**config.mk**
```make
export PLATFORM = sky130hd
export DESIGN_NAME = hz_unit
export DESIGN_NICKNAME = d
export VERILOG_FILES = /design/src/rtl/hz_pkg.sv /design/src/rtl/hz_need.sv /design/src/rtl/hz_operand.sv /design/src/rtl/hz_unit.sv
export SDC_FILE = /design/constraint.sdc
export NUM_CORES = 1
export LEC_CHECK = 0
export ABC_CLOCK_PERIOD_IN_PS = 3520
export BUFFER_PORTS_ARGS = -buffer_cell sky130_fd_sc_hd__clkbuf_2
export CORE_MARGIN = 2
export CORE_UTILIZATION = 30
export DETAILED_ROUTE_END_ITERATION = 8
export PLACE_DENSITY = 0.67
export SYNTH_ARGS = -nofsm -noshare
export SYNTH_HDL_FRONTEND = slang
export SYNTH_SLANG_ARGS = --single-unit
```
**constraint.sdc**
```tcl
create_clock -name vclk -period 3.52
set_input_delay 0.704 -clock vclk [all_inputs]
set_output_delay 0.704 -clock vclk [all_outputs]
set_load 0.03 [all_outputs]
```
**src/rtl/hz_pkg.sv**
```systemverilog
package hz_pkg;
    typedef enum logic [2:0] {
        CL_NONE   = 3'd0,
        CL_ALU    = 3'd1,
        CL_LOAD   = 3'd2,
        CL_LADR   = 3'd3,
        CL_LINK   = 3'd4,
        CL_STORE  = 3'd5,
        CL_BRANCH = 3'd6
    } iclass_e;

    typedef enum logic [1:0] {
        FW_RF = 2'd0,
        FW_S3 = 2'd1,
        FW_S4 = 2'd2,
        FW_S5 = 2'd3
    } fwsel_e;

    localparam int ST_DEC = 2;
    localparam int ST_ALU = 3;
    localparam int ST_MEM = 4;
    localparam int ST_WB  = 5;

    // stage at whose output a producer's value first exists
    function automatic int ready_stage(input iclass_e c);
        return (c == CL_LOAD) ? ST_MEM : ST_ALU;
    endfunction
endpackage

```
**src/rtl/hz_need.sv**
```systemverilog
module hz_need
    import hz_pkg::*;
(
    input  logic [2:0] dec_class,
    input  logic       use_a,
    input  logic       use_b,
    output logic [2:0] need_a,
    output logic [2:0] need_b
);
    iclass_e cls;
    assign cls = iclass_e'(dec_class);

    // need value: stage in which the operand must be present, 0 = unused
    always_comb begin
        need_a = 3'd0;
        need_b = 3'd0;
        unique case (cls)
            CL_BRANCH, CL_LINK: begin
                need_a = 3'(ST_DEC);
                need_b = 3'(ST_DEC);
            end
            CL_STORE: begin
                need_a = 3'(ST_ALU);
                need_b = 3'(ST_MEM);
            end
            CL_ALU, CL_LOAD, CL_LADR: begin
                need_a = 3'(ST_ALU);
                need_b = 3'(ST_ALU);
            end
            default: begin
                need_a = 3'd0;
                need_b = 3'd0;
            end
        endcase
        if (!use_a) need_a = 3'd0;
        if (!use_b) need_b = 3'd0;
    end
endmodule

```
**src/rtl/hz_operand.sv**
```systemverilog
module hz_operand
    import hz_pkg::*;
#(
    parameter int REG_W = 5
) (
    input  logic             clk,
    input  logic             rst_n,
    input  logic [REG_W-1:0] src,
    input  logic [2:0]       need,
    input  logic [2:0]       ex_cls,
    input  logic [REG_W-1:0] ex_dst,
    input  logic             ex_we,
    input  logic [2:0]       mem_cls,
    input  logic [REG_W-1:0] mem_dst,
    input  logic             mem_we,
    input  logic [REG_W-1:0] wb_dst,
    input  logic             wb_we,
    output logic [1:0]       sel,
    output logic             hold
);
    logic used, hit_ex, hit_mem, hit_wb;
    int   need_i;

    assign used    = (need != 3'd0);
    assign need_i  = int'(need);
    assign hit_ex  = used && ex_we  && (ex_dst  == src);
    assign hit_mem = used && mem_we && (mem_dst == src);
    assign hit_wb  = used && wb_we  && (wb_dst  == src);

    // A producer in stage p reaches stage p + need - 2 when the consumer
    // reaches its need stage; it must have finished its ready stage by then.
    always_comb begin
        sel  = FW_RF;
        hold = 1'b0;
        if (hit_ex) begin
            sel  = FW_S3;
            hold = (ST_ALU + need_i - 3) < ready_stage(iclass_e'(ex_cls));
        end else if (hit_mem) begin
            sel  = FW_S4;
            hold = (ST_MEM + need_i - 3) < ready_stage(iclass_e'(mem_cls));
        end else if (hit_wb) begin
            sel  = FW_S5;
            hold = 1'b0;
        end
    end

    p_sel_s3_match_r2: assert property (@(posedge clk) disable iff (!rst_n)
        (sel == FW_S3) |-> (ex_we && ex_dst == src));
    p_mem_over_wb_r3: assert property (@(posedge clk) disable iff (!rst_n)
        (need != 3'd0 && !(ex_we && ex_dst == src) && mem_we && mem_dst == src
         && wb_we && wb_dst == src) |-> (sel == FW_S4));
    p_unused_quiet_r9: assert property (@(posedge clk) disable iff (!rst_n)
        (need == 3'd0) |-> (sel == FW_RF && !hold));
endmodule

```
**src/rtl/hz_unit.sv**
```systemverilog
module hz_unit
    import hz_pkg::*;
#(
    parameter int REG_W = 5
) (
    input  logic             clk,
    input  logic             rst_n,
    input  logic [2:0]       dec_class,
    input  logic             dec_use_a,
    input  logic             dec_use_b,
    input  logic [REG_W-1:0] dec_src_a,
    input  logic [REG_W-1:0] dec_src_b,
    input  logic [2:0]       ex_class,
    input  logic [REG_W-1:0] ex_dst,
    input  logic             ex_we,
    input  logic [2:0]       mem_class,
    input  logic [REG_W-1:0] mem_dst,
    input  logic             mem_we,
    input  logic [REG_W-1:0] wb_dst,
    input  logic             wb_we,
    output logic [1:0]       fwd_sel_a,
    output logic [1:0]       fwd_sel_b,
    output logic             stall,
    output logic             bubble
);
    localparam int NOPS = 2;

    logic [2:0]       need_v [NOPS];
    logic [REG_W-1:0] src_v  [NOPS];
    logic [1:0]       sel_v  [NOPS];
    logic [NOPS-1:0]  hold_v;

    hz_need u_need (
        .dec_class (dec_class),
        .use_a     (dec_use_a),
        .use_b     (dec_use_b),
        .need_a    (need_v[0]),
        .need_b    (need_v[1])
    );

    assign src_v[0] = dec_src_a;
    assign src_v[1] = dec_src_b;

    for (genvar g = 0; g < NOPS; g++) begin : g_op
        hz_operand #(.REG_W(REG_W)) u_op (
            .clk     (clk),
            .rst_n   (rst_n),
            .src     (src_v[g]),
            .need    (need_v[g]),
            .ex_cls  (ex_class),
            .ex_dst  (ex_dst),
            .ex_we   (ex_we),
            .mem_cls (mem_class),
            .mem_dst (mem_dst),
            .mem_we  (mem_we),
            .wb_dst  (wb_dst),
            .wb_we   (wb_we),
            .sel     (sel_v[g]),
            .hold    (hold_v[g])
        );
    end

    assign fwd_sel_a = sel_v[0];
    assign fwd_sel_b = sel_v[1];
    assign stall     = |hold_v;
    assign bubble    = |hold_v;

    p_idle_r1: assert property (@(posedge clk) disable iff (!rst_n)
        (!ex_we && !mem_we && !wb_we) |-> (!stall && fwd_sel_a == 2'd0 && fwd_sel_b == 2'd0));
    p_load_use_r5: assert property (@(posedge clk) disable iff (!rst_n)
        (dec_class == 3'd1 && dec_use_a && ex_we && ex_class == 3'd2 && ex_dst == dec_src_a)
        |-> stall);
    p_wb_never_stalls_r6: assert property (@(posedge clk) disable iff (!rst_n)
        (!ex_we && !mem_we) |-> !stall);
    p_bubble_r10: assert property (@(posedge clk) disable iff (!rst_n)
        bubble == stall);
endmodule

```
==> impl_metrics.ini, run 1 <==
[worst_setup_path]
cp_data_arrival_time_ns = 2.77
critical_path_depth = 11
critical_path_peak_fanout = 4
critical_path_end_type = output pin
cpMostUsedCell = sky130_fd_sc_hd__ha_4
worst_path_max_delay_cell = sky130_fd_sc_hd__or3_4
cp_cell_sequence = buf_6 -> or3_4 -> nand3_4 -> ha_4 -> ha_4 -> xnor2_2 -> ha_1 -> inv_2 -> o311ai_2 -> nand4_1 -> clkbuf_8
largest_stage_delay_worst_path_ns = 0.40
critPathKind = in -> out
crit_buf_inv = 3
path_delay_family = simple AND/OR/NAND/NOR gates
cp.required_ns = 2.82
critical_path_launch_point_type = input port

[clock_tree]
postCtsHoldBufs = 0

[logic_synthesis]
synth.avg_cell_area_um2 = 7.55
synthDominantAreaCellType = sky130_fd_sc_hd__xor2_1
post_synth_and_or_nand_nor_area_fraction_pct = 29.7
synth_top_family_by_area = XOR/XNOR gates
mappedNetlistArea_um2 = 793
postSynthNetCount = 158
synthDominantCellAreaShare_pct = 19.9
netlist_instances = 105
muxShareOfSynthArea_pct = 0
synth_adder_area_share_pct = 18.9
synth.distinct_cells = 28
post_synth_xor_area_fraction_pct = 34.2
yosys_warnings = 0
synth_compound_area_share_pct = 11.5
synth_sequential_area_ratio_pct = 0
ranking_of_synthesized_cells_by_area = sky130_fd_sc_hd__xor2_1 (20%), sky130_fd_sc_hd__ha_1 (19%), sky130_fd_sc_hd__xnor2_1 (14%), sky130_fd_sc_hd__nand4b_1 (5.5%), sky130_fd_sc_hd__a21oi_1 (4.4%)

[sta]
slew_violations = 0
finalSetupViolations = 0
pin_slew_with_the_least_headroom_to_its_limit_ns = 0.515
fin_crit_sh_pct = 98.7
highest_achievable_clock_rate_ghz = 0.288
final_period_minus_worst_setup_slack_ns = 3.47
setup_repair_after_global_routing_missed_its_margin = true
worst_slew_margin_rel_pct = 65.2
final_hold_viol_count = 0

[cells_and_area]
areaGrowthSynthToFinish_pct = 50.9
final_common_cell = sky130_fd_sc_hd__clkbuf_2
final_util_pct = 47.9
mostFrequentLayoutCells = sky130_fd_sc_hd__clkbuf_2 (41), sky130_fd_sc_hd__xor2_1 (18), sky130_fd_sc_hd__xnor2_1 (12), sky130_fd_sc_hd__ha_1 (10), sky130_fd_sc_hd__inv_1 (8)
flops_and_latches = 0
net_total_in_the_final_layout = 209
layout-drive-gt1-share_pct = 43.5
sequential_cell_area_um2 = 0
layout.clock_buffers = 0
number_of_standard_cells_in_the_layout_taps_in_and_fillers_out = 184
area_taken_by_multi_input_logic_gates_um2 = 840
num_antenna_cells = 0
nFillCells = 263

[drt]
via_per_inst = 5.07
drt-initial-drc-count = 15
routed-via-count = 932
final_antenna_net_count = 0
drc_errors = 0
routed_wirelength_um = 2320
routed_wire_length_per_instance_um = 12.6
detail_route.first_pass.iterations = 4

[placed_design]
finalWeightedCongestion = 0.896
placement.io_buffers = 45
place_hpwl_um = 2040
dp_cells = 183

[hold_path]
classification_of_the_worst_slack_hold_path = in -> out
hold_path_depth = 4

[floorplan]
fp.dieH_um = 55.4
boundaryPins = 47
initial_core_util_pct = 31.7
floorplan.core_area_um2 = 2500
rows = 18
die-width_um = 55.4
die_area_um2 = 3070

[pwr]
p_per_area_nw_per_um2 = 125
leak_nw = 0.583
vdd_drop_max_uv = 72.9

[global_route]
grt_start_max_net_pins = 7
grt_overflow_total = 0
antenna_found_initial = 0
grt_util_all_layers_pct = 14.6
grt_pass1_vias = 990
grt_pass1_wl_um = 3880

[job]
maxCapViolations = 0

[run_status]
run_status = completed
-- tightest hold or removal path: cells and delay by family --
family	cells	cell delay [ns]
AO/OA/AOI/OAI	1	0.07
AND/OR/NAND/NOR	1	0.10
buffers and inverters	2	0.27
-- metrics by stage --
| stage | setup slack [ns] | hold WS (ns) | power (mW) | TNS (ns) | cell area (um^2) |
|---|---|---|---|---|---|
| final | 0.0464 | 1.86 | 0.150 | 0 | 1200 |
| after global routing | -0.0180 | 1.91 | 0.167 | -0.0358 | 1200 |
| after CTS | 0.00688 | 1.86 | 0.137 | 0 | 1140 |
| after detailed placement | 0.00408 | 1.86 | 0.133 | 0 | 1110 |
| after global placement | 0.0263 | 1.86 | 0.130 | 0 | 1110 |
| after floorplan | 0.000148 | 1.68 | 0.0785 | 0 | 832 |
-- final timing paths --
| check | end | slack, ns | startpoint |
|---|---|---|---|
| hold / removal | fwd_sel_b[1] | 1.86 | wb_we |
| setup / recovery | bubble | 0.05 | dec_class[1] |
-- synthesized netlist by cell type --
cell type	n
sky130_fd_sc_hd__buf_4	1
sky130_fd_sc_hd__a21o_2	1
sky130_fd_sc_hd__xor2_1	18
sky130_fd_sc_hd__nor4b_1	2
sky130_fd_sc_hd__nor4_1	4
sky130_fd_sc_hd__o21ai_0	6
sky130_fd_sc_hd__or3b_2	1
sky130_fd_sc_hd__and3_1	4
sky130_fd_sc_hd__or2_2	1
sky130_fd_sc_hd__or4_1	1
sky130_fd_sc_hd__xnor2_1	13
sky130_fd_sc_hd__nand2_1	2
sky130_fd_sc_hd__o311ai_0	1
sky130_fd_sc_hd__o2111ai_1	1
sky130_fd_sc_hd__or3_1	1
sky130_fd_sc_hd__nor3_1	1
sky130_fd_sc_hd__nand4_1	3
sky130_fd_sc_hd__nor2_1	3
sky130_fd_sc_hd__and4b_1	1
sky130_fd_sc_hd__conb_1	1
sky130_fd_sc_hd__nor4_2	1
sky130_fd_sc_hd__ha_1	12
sky130_fd_sc_hd__inv_1	9
sky130_fd_sc_hd__nand2b_1	2
sky130_fd_sc_hd__nor3b_1	1
sky130_fd_sc_hd__nand3_1	2
sky130_fd_sc_hd__nand4b_1	5
sky130_fd_sc_hd__a21oi_1	7
-- routing by layer --
layer  vias to the layer above  GRT usage, %  part of all wire [%]
met4                         0          2.44                  0.91
met5                         -             0                     0
met2                        33          27.2                    51
li1                        477             -                     -
met3                         2         0.937                   5.4
met1                       420          18.3                    43
-- logic make-up after synthesis --
kind of cell | count (synthesis)
and+or+nand+nor | 35
xor gates and xnor gates | 31
AOI/OAI and AO/OA | 16
adders and majority gates | 12
buffers and inverters | 10
other | 1
-- area by class of cell --
class	instances	area share, %
inverter	9	2.82
timing repair buffer	50	23.9
multi-input combinational	95	70.1
tap	30	3.13
-- power breakdown --
group	total, mW	internal [mW]	switching (mW)
Combinational	0.150	0.0745	0.0755
Sequential	0	0	0
Clock	0	0	0
Total	0.150	0.0745	0.0755
-- timing repair --
action,CTS,global route
resized for setup,5,12
endpoints found under the setup margin,2,2
setup buffers,0,1
pin swaps,1,3
No activity file was read; power rests on OpenSTA's default activity.
==> run 2, diff against run 1 <==
--- a/config.mk
+++ b/config.mk
@@ -11,6 +11,7 @@
 export CORE_UTILIZATION = 30
 export DETAILED_ROUTE_END_ITERATION = 8
 export PLACE_DENSITY = 0.67
+export REMOVE_ABC_BUFFERS = 1
 export SYNTH_ARGS = -nofsm -noshare
 export SYNTH_HDL_FRONTEND = slang
 export SYNTH_SLANG_ARGS = --single-unit
==> impl_metrics.ini, run 2 (synthesized netlist as in run 1, its figures left out) <==
[pwr]
post-layout-total-power_uw = 151
p_per_area_nw_per_um2 = 122
leak_nw = 0.600
vdd_drop_max_uv = 60.6

[floorplan]
boundaryPins = 47
fp.dieH_um = 55.4
die-width_um = 55.4
floorplan.core_area_um2 = 2500
initial_core_util_pct = 31.7
rows = 18
die_area_um2 = 3070

[placed_design]
finalWeightedCongestion = 0.873
placement.io_buffers = 45
preCtsSetupSlack_ns = -0.158
place_hpwl_um = 2020

[sta]
final_hold_viol_count = 0
finalSetupViolations = 0
slew_violations = 0
fin_crit_sh_pct = 97.9
worst_slack_ns = 0.0743
highest_achievable_clock_rate_ghz = 0.290
final_period_minus_worst_setup_slack_ns = 3.45

[drt]
detail_route.first_pass.iterations = 2
drc_errors = 0
routed_wire_length_per_instance_um = 12.7
final_antenna_net_count = 0
via_per_inst = 5.03
routed_wirelength_um = 2390
drt-initial-drc-count = 3
routed-via-count = 950

[worst_setup_path]
critical_path_depth = 10
cpMostUsedCell = sky130_fd_sc_hd__ha_1
crit_buf_inv = 3
critical_path_peak_fanout = 3
critical_path_launch_point_type = input port
cp_cell_sequence = clkbuf_2 -> or3_4 -> buf_4 -> and3_4 -> ha_1 -> ha_1 -> o21ai_1 -> o2111ai_1 -> nand4_1 -> clkbuf_8
worst_setup_path_startpoint = dec_class[0]
path_delay_family = simple AND/OR/NAND/NOR gates
critPathKind = in -> out
cp.required_ns = 2.82
largest_stage_delay_worst_path_ns = 0.40
cp_data_arrival_time_ns = 2.74
worstSetupEndpoint = bubble
worst_path_max_delay_cell = sky130_fd_sc_hd__or3_4
critical_path_end_type = output pin

[cells_and_area]
num_antenna_cells = 0
flops_and_latches = 0
mostFrequentLayoutCells = sky130_fd_sc_hd__clkbuf_2 (43), sky130_fd_sc_hd__xor2_1 (18), sky130_fd_sc_hd__xnor2_1 (13), sky130_fd_sc_hd__buf_4 (10)
layout-drive-gt1-share_pct = 45.9
final_common_cell = sky130_fd_sc_hd__clkbuf_2
layout.clock_buffers = 0
areaGrowthSynthToFinish_pct = 55.8
net_total_in_the_final_layout = 214
sequential_cell_area_um2 = 0
nFillCells = 267

[run_status]
run_status = completed

[global_route]
grt_util_all_layers_pct = 15.0
grt_start_max_net_pins = 6
grt_pass1_wl_um = 4010
antenna_found_initial = 0
grt_overflow_total = 0
grt_pass1_vias = 1037

[clock_tree]
post_cts_setup_driven_buffer_insertion_count = 0

[job]
maxCapViolations = 0

[hold_path]
classification_of_the_worst_slack_hold_path = in -> out
[run 2: how the worst min path moves through the flow]
| stage | start | endpoint | slack (ns) | cells past startpoint |
|---|---|---|---|---|
| 3_5_place_dp | wb_we | fwd_sel_a[1] | 1.86 | 4 |
| 2_1_floorplan | wb_we | fwd_sel_b[1] | 1.69 | 2 |
| 3_3_place_gp | wb_we | fwd_sel_a[1] | 1.87 | 4 |
| 6_report | wb_we | fwd_sel_a[1] | 1.87 | 4 |
| 4_1_cts | wb_we | fwd_sel_a[1] | 1.87 | 4 |
| 5_1_grt | wb_we | fwd_sel_a[1] | 1.89 | 4 |
[run 2: final cells by class]
class                           count  area, um^2  area share [%]
Inverter                            9        33.8            2.73
Tap cell                           30        37.5            3.04
Multi-Input combinational cell     95         847            68.5
Timing Repair Buffer               55         318            25.7
[run 2: metal layers]
metal	up-vias	global-route usage [%]	part of all wire [%]
li1	488	-	-
met1	428	16.9	40
met2	32	29.3	53
met3	2	2.34	6.0
met4	0	2.44	0.88
met5	-	0	0
[run 2: per-stage QoR]
step                setup TNS (ns)  instance area, um^2  hold WS (ns)  util [%]  instances
floorplan                   -0.324                  786          1.69         -        104
global placement            -0.193                 1120          1.87      44.9        189
detailed placement          -0.314                 1120          1.86      44.9        189
CTS                              0                 1170          1.87      46.9        189
global route              -0.00630                 1240          1.89      49.4        189
finish                           0                 1240          1.87      49.4        189
[run 2: report_power, final]
group	switching (mW)	total (mW)	internal, mW
clock network	0	0	0
logic	0.0752	0.151	0.0758
registers	0	0	0
[run 2: repair_timing]
| item | 4_1_cts | 5_1_grt |
|---|---|---|
| pin swaps | 2 | 5 |
| setup endpoints to repair | 2 | 2 |
| hold buffers | 0 | 0 |
| gates resized for setup | 10 | 13 |
==> run 3, diff against run 2 <==
--- a/config.mk
+++ b/config.mk
@@ -7,10 +7,13 @@
 export LEC_CHECK = 0
 export ABC_CLOCK_PERIOD_IN_PS = 3520
 export BUFFER_PORTS_ARGS = -buffer_cell sky130_fd_sc_hd__clkbuf_2
+export CAP_MARGIN = 5
+export CELL_PAD_IN_SITES_DETAIL_PLACEMENT = 1
+export CELL_PAD_IN_SITES_GLOBAL_PLACEMENT = 2
 export CORE_MARGIN = 2
-export CORE_UTILIZATION = 30
+export CORE_UTILIZATION = 24
 export DETAILED_ROUTE_END_ITERATION = 8
-export PLACE_DENSITY = 0.67
+export PLACE_DENSITY = 0.94
 export REMOVE_ABC_BUFFERS = 1
 export SYNTH_ARGS = -nofsm -noshare
 export SYNTH_HDL_FRONTEND = slang
==> impl_metrics.ini, run 3 (synthesized netlist as in run 1, its figures left out) <==
[run_status]
run_status = completed

[hold_path]
classification_of_the_worst_slack_hold_path = in -> out
min-delay-start = ex_we

[worst_setup_path]
critical_path_launch_point_type = input port
critical_path_peak_fanout = 3
cp_cell_sequence = buf_6 -> or3_4 -> nand3_4 -> ha_4 -> ha_4 -> nor4_4 -> nor2_1 -> or4_1 -> nand4_1 -> clkbuf_8
crit_buf_inv = 2
largest_stage_delay_worst_path_ns = 0.51
critPathKind = in -> out
worst_path_max_delay_cell = sky130_fd_sc_hd__or4_1
worst_setup_path_startpoint = dec_class[2]
cpMostUsedCell = sky130_fd_sc_hd__ha_4
cp_data_arrival_time_ns = 2.81
critical_path_end_type = output pin
cp.required_ns = 2.82
path_delay_family = simple AND/OR/NAND/NOR gates

[placed_design]
placement.io_buffers = 45
place_hpwl_um = 2490
finalWeightedCongestion = 0.819
post_dp_cell_area_um2 = 1150
dp_cells = 204
preCtsSetupSlack_ns = -0.143

[sta]
worst_slack_ns = 0.00148
final_period_minus_worst_setup_slack_ns = 3.52
tns_ns = 0
slew_violations = 0
finalSetupViolations = 0
fin_crit_sh_pct = 100
final.hold.worst_slack_ns = 1.88
setup_repair_after_global_routing_missed_its_margin = true
highest_achievable_clock_rate_ghz = 0.284
final_hold_viol_count = 0

[floorplan]
rows = 20
die_area_um2 = 3780
floorplan.core_area_um2 = 3100
initial_core_util_pct = 25.6
fp.dieH_um = 61.5
die-width_um = 61.5
boundaryPins = 47

[drt]
detail_route.first_pass.iterations = 4
drc_errors = 0
via_per_inst = 4.71
routed_wirelength_um = 2840
drt-initial-drc-count = 14
final_antenna_net_count = 0
routed_wire_length_per_instance_um = 13.9
routed-via-count = 960

[cells_and_area]
net_total_in_the_final_layout = 215
sequential_cell_area_um2 = 0
final_design_area_no_fill_um2 = 1250
final_common_cell = sky130_fd_sc_hd__clkbuf_2
areaGrowthSynthToFinish_pct = 58.0
mostFrequentLayoutCells = sky130_fd_sc_hd__clkbuf_2 (42), sky130_fd_sc_hd__xor2_1 (18), sky130_fd_sc_hd__xnor2_1 (13), sky130_fd_sc_hd__buf_4 (11)
flops_and_latches = 0
nFillCells = 424
layout.clock_buffers = 0
number_of_standard_cells_in_the_layout_taps_in_and_fillers_out = 204
num_antenna_cells = 0
layout-drive-gt1-share_pct = 42.5

[global_route]
grt_start_max_net_pins = 6
grt_pass1_vias = 1040
antenna_found_initial = 0
grt_overflow_total = 0
grt_util_all_layers_pct = 16.1
grt_pass1_wl_um = 4720

[pwr]
leak_nw = 0.596
p_per_area_nw_per_um2 = 124
vdd_drop_max_uv = 36.2

[clock_tree]
postCtsHoldBufs = 0
post_cts_setup_driven_buffer_insertion_count = 0

[job]
maxCapViolations = 0
## run 3: power by group
group | switching (mW) | leakage [nW] | internal [mW] | total [mW]
Sequential | 0 | 0 | 0 | 0
Clock | 0 | 0 | 0 | 0
Combinational | 0.0793 | 0.596 | 0.0758 | 0.155
## run 3: worst paths after layout
path	to	depth (start not counted)
min	fwd_sel_a[0]	4
max	bubble	10
## run 3: layer usage
metal	routed length, um	vias up	GRT usage [%]
met4	19	0	1.82
met5	0	-	0
met2	1570	14	31.9
met3	45	2	0.420
li1	-	490	-
met1	1200	454	19.5
## run 3: cell type report
type | instances | area (um^2) | share of cell area [%]
Multi-Input combinational cell | 95 | 833 | 66.5
Timing Repair Buffer | 56 | 332 | 26.4
Inverter | 9 | 33.8 | 2.69
Tap cell | 44 | 55.1 | 4.39
## run 3: through the flow
step	utilization [%]	power (mW)
6_report	40.4	0.155
5_1_grt	40.4	0.173
4_1_cts	38.5	0.143
3_5_place_dp	37.0	0.136
3_3_place_gp	37.0	0.129
2_1_floorplan	-	0.0724
## run 3: repair_timing
| item | 4_1_cts | 5_1_grt |
|---|---|---|
| gates resized for setup | 9 | 11 |
| cloned | 0 | 0 |
| hold endpoints to repair | 0 | 0 |
| endpoints found under the setup margin | 2 | 2 |
| pin swaps | 3 | 8 |
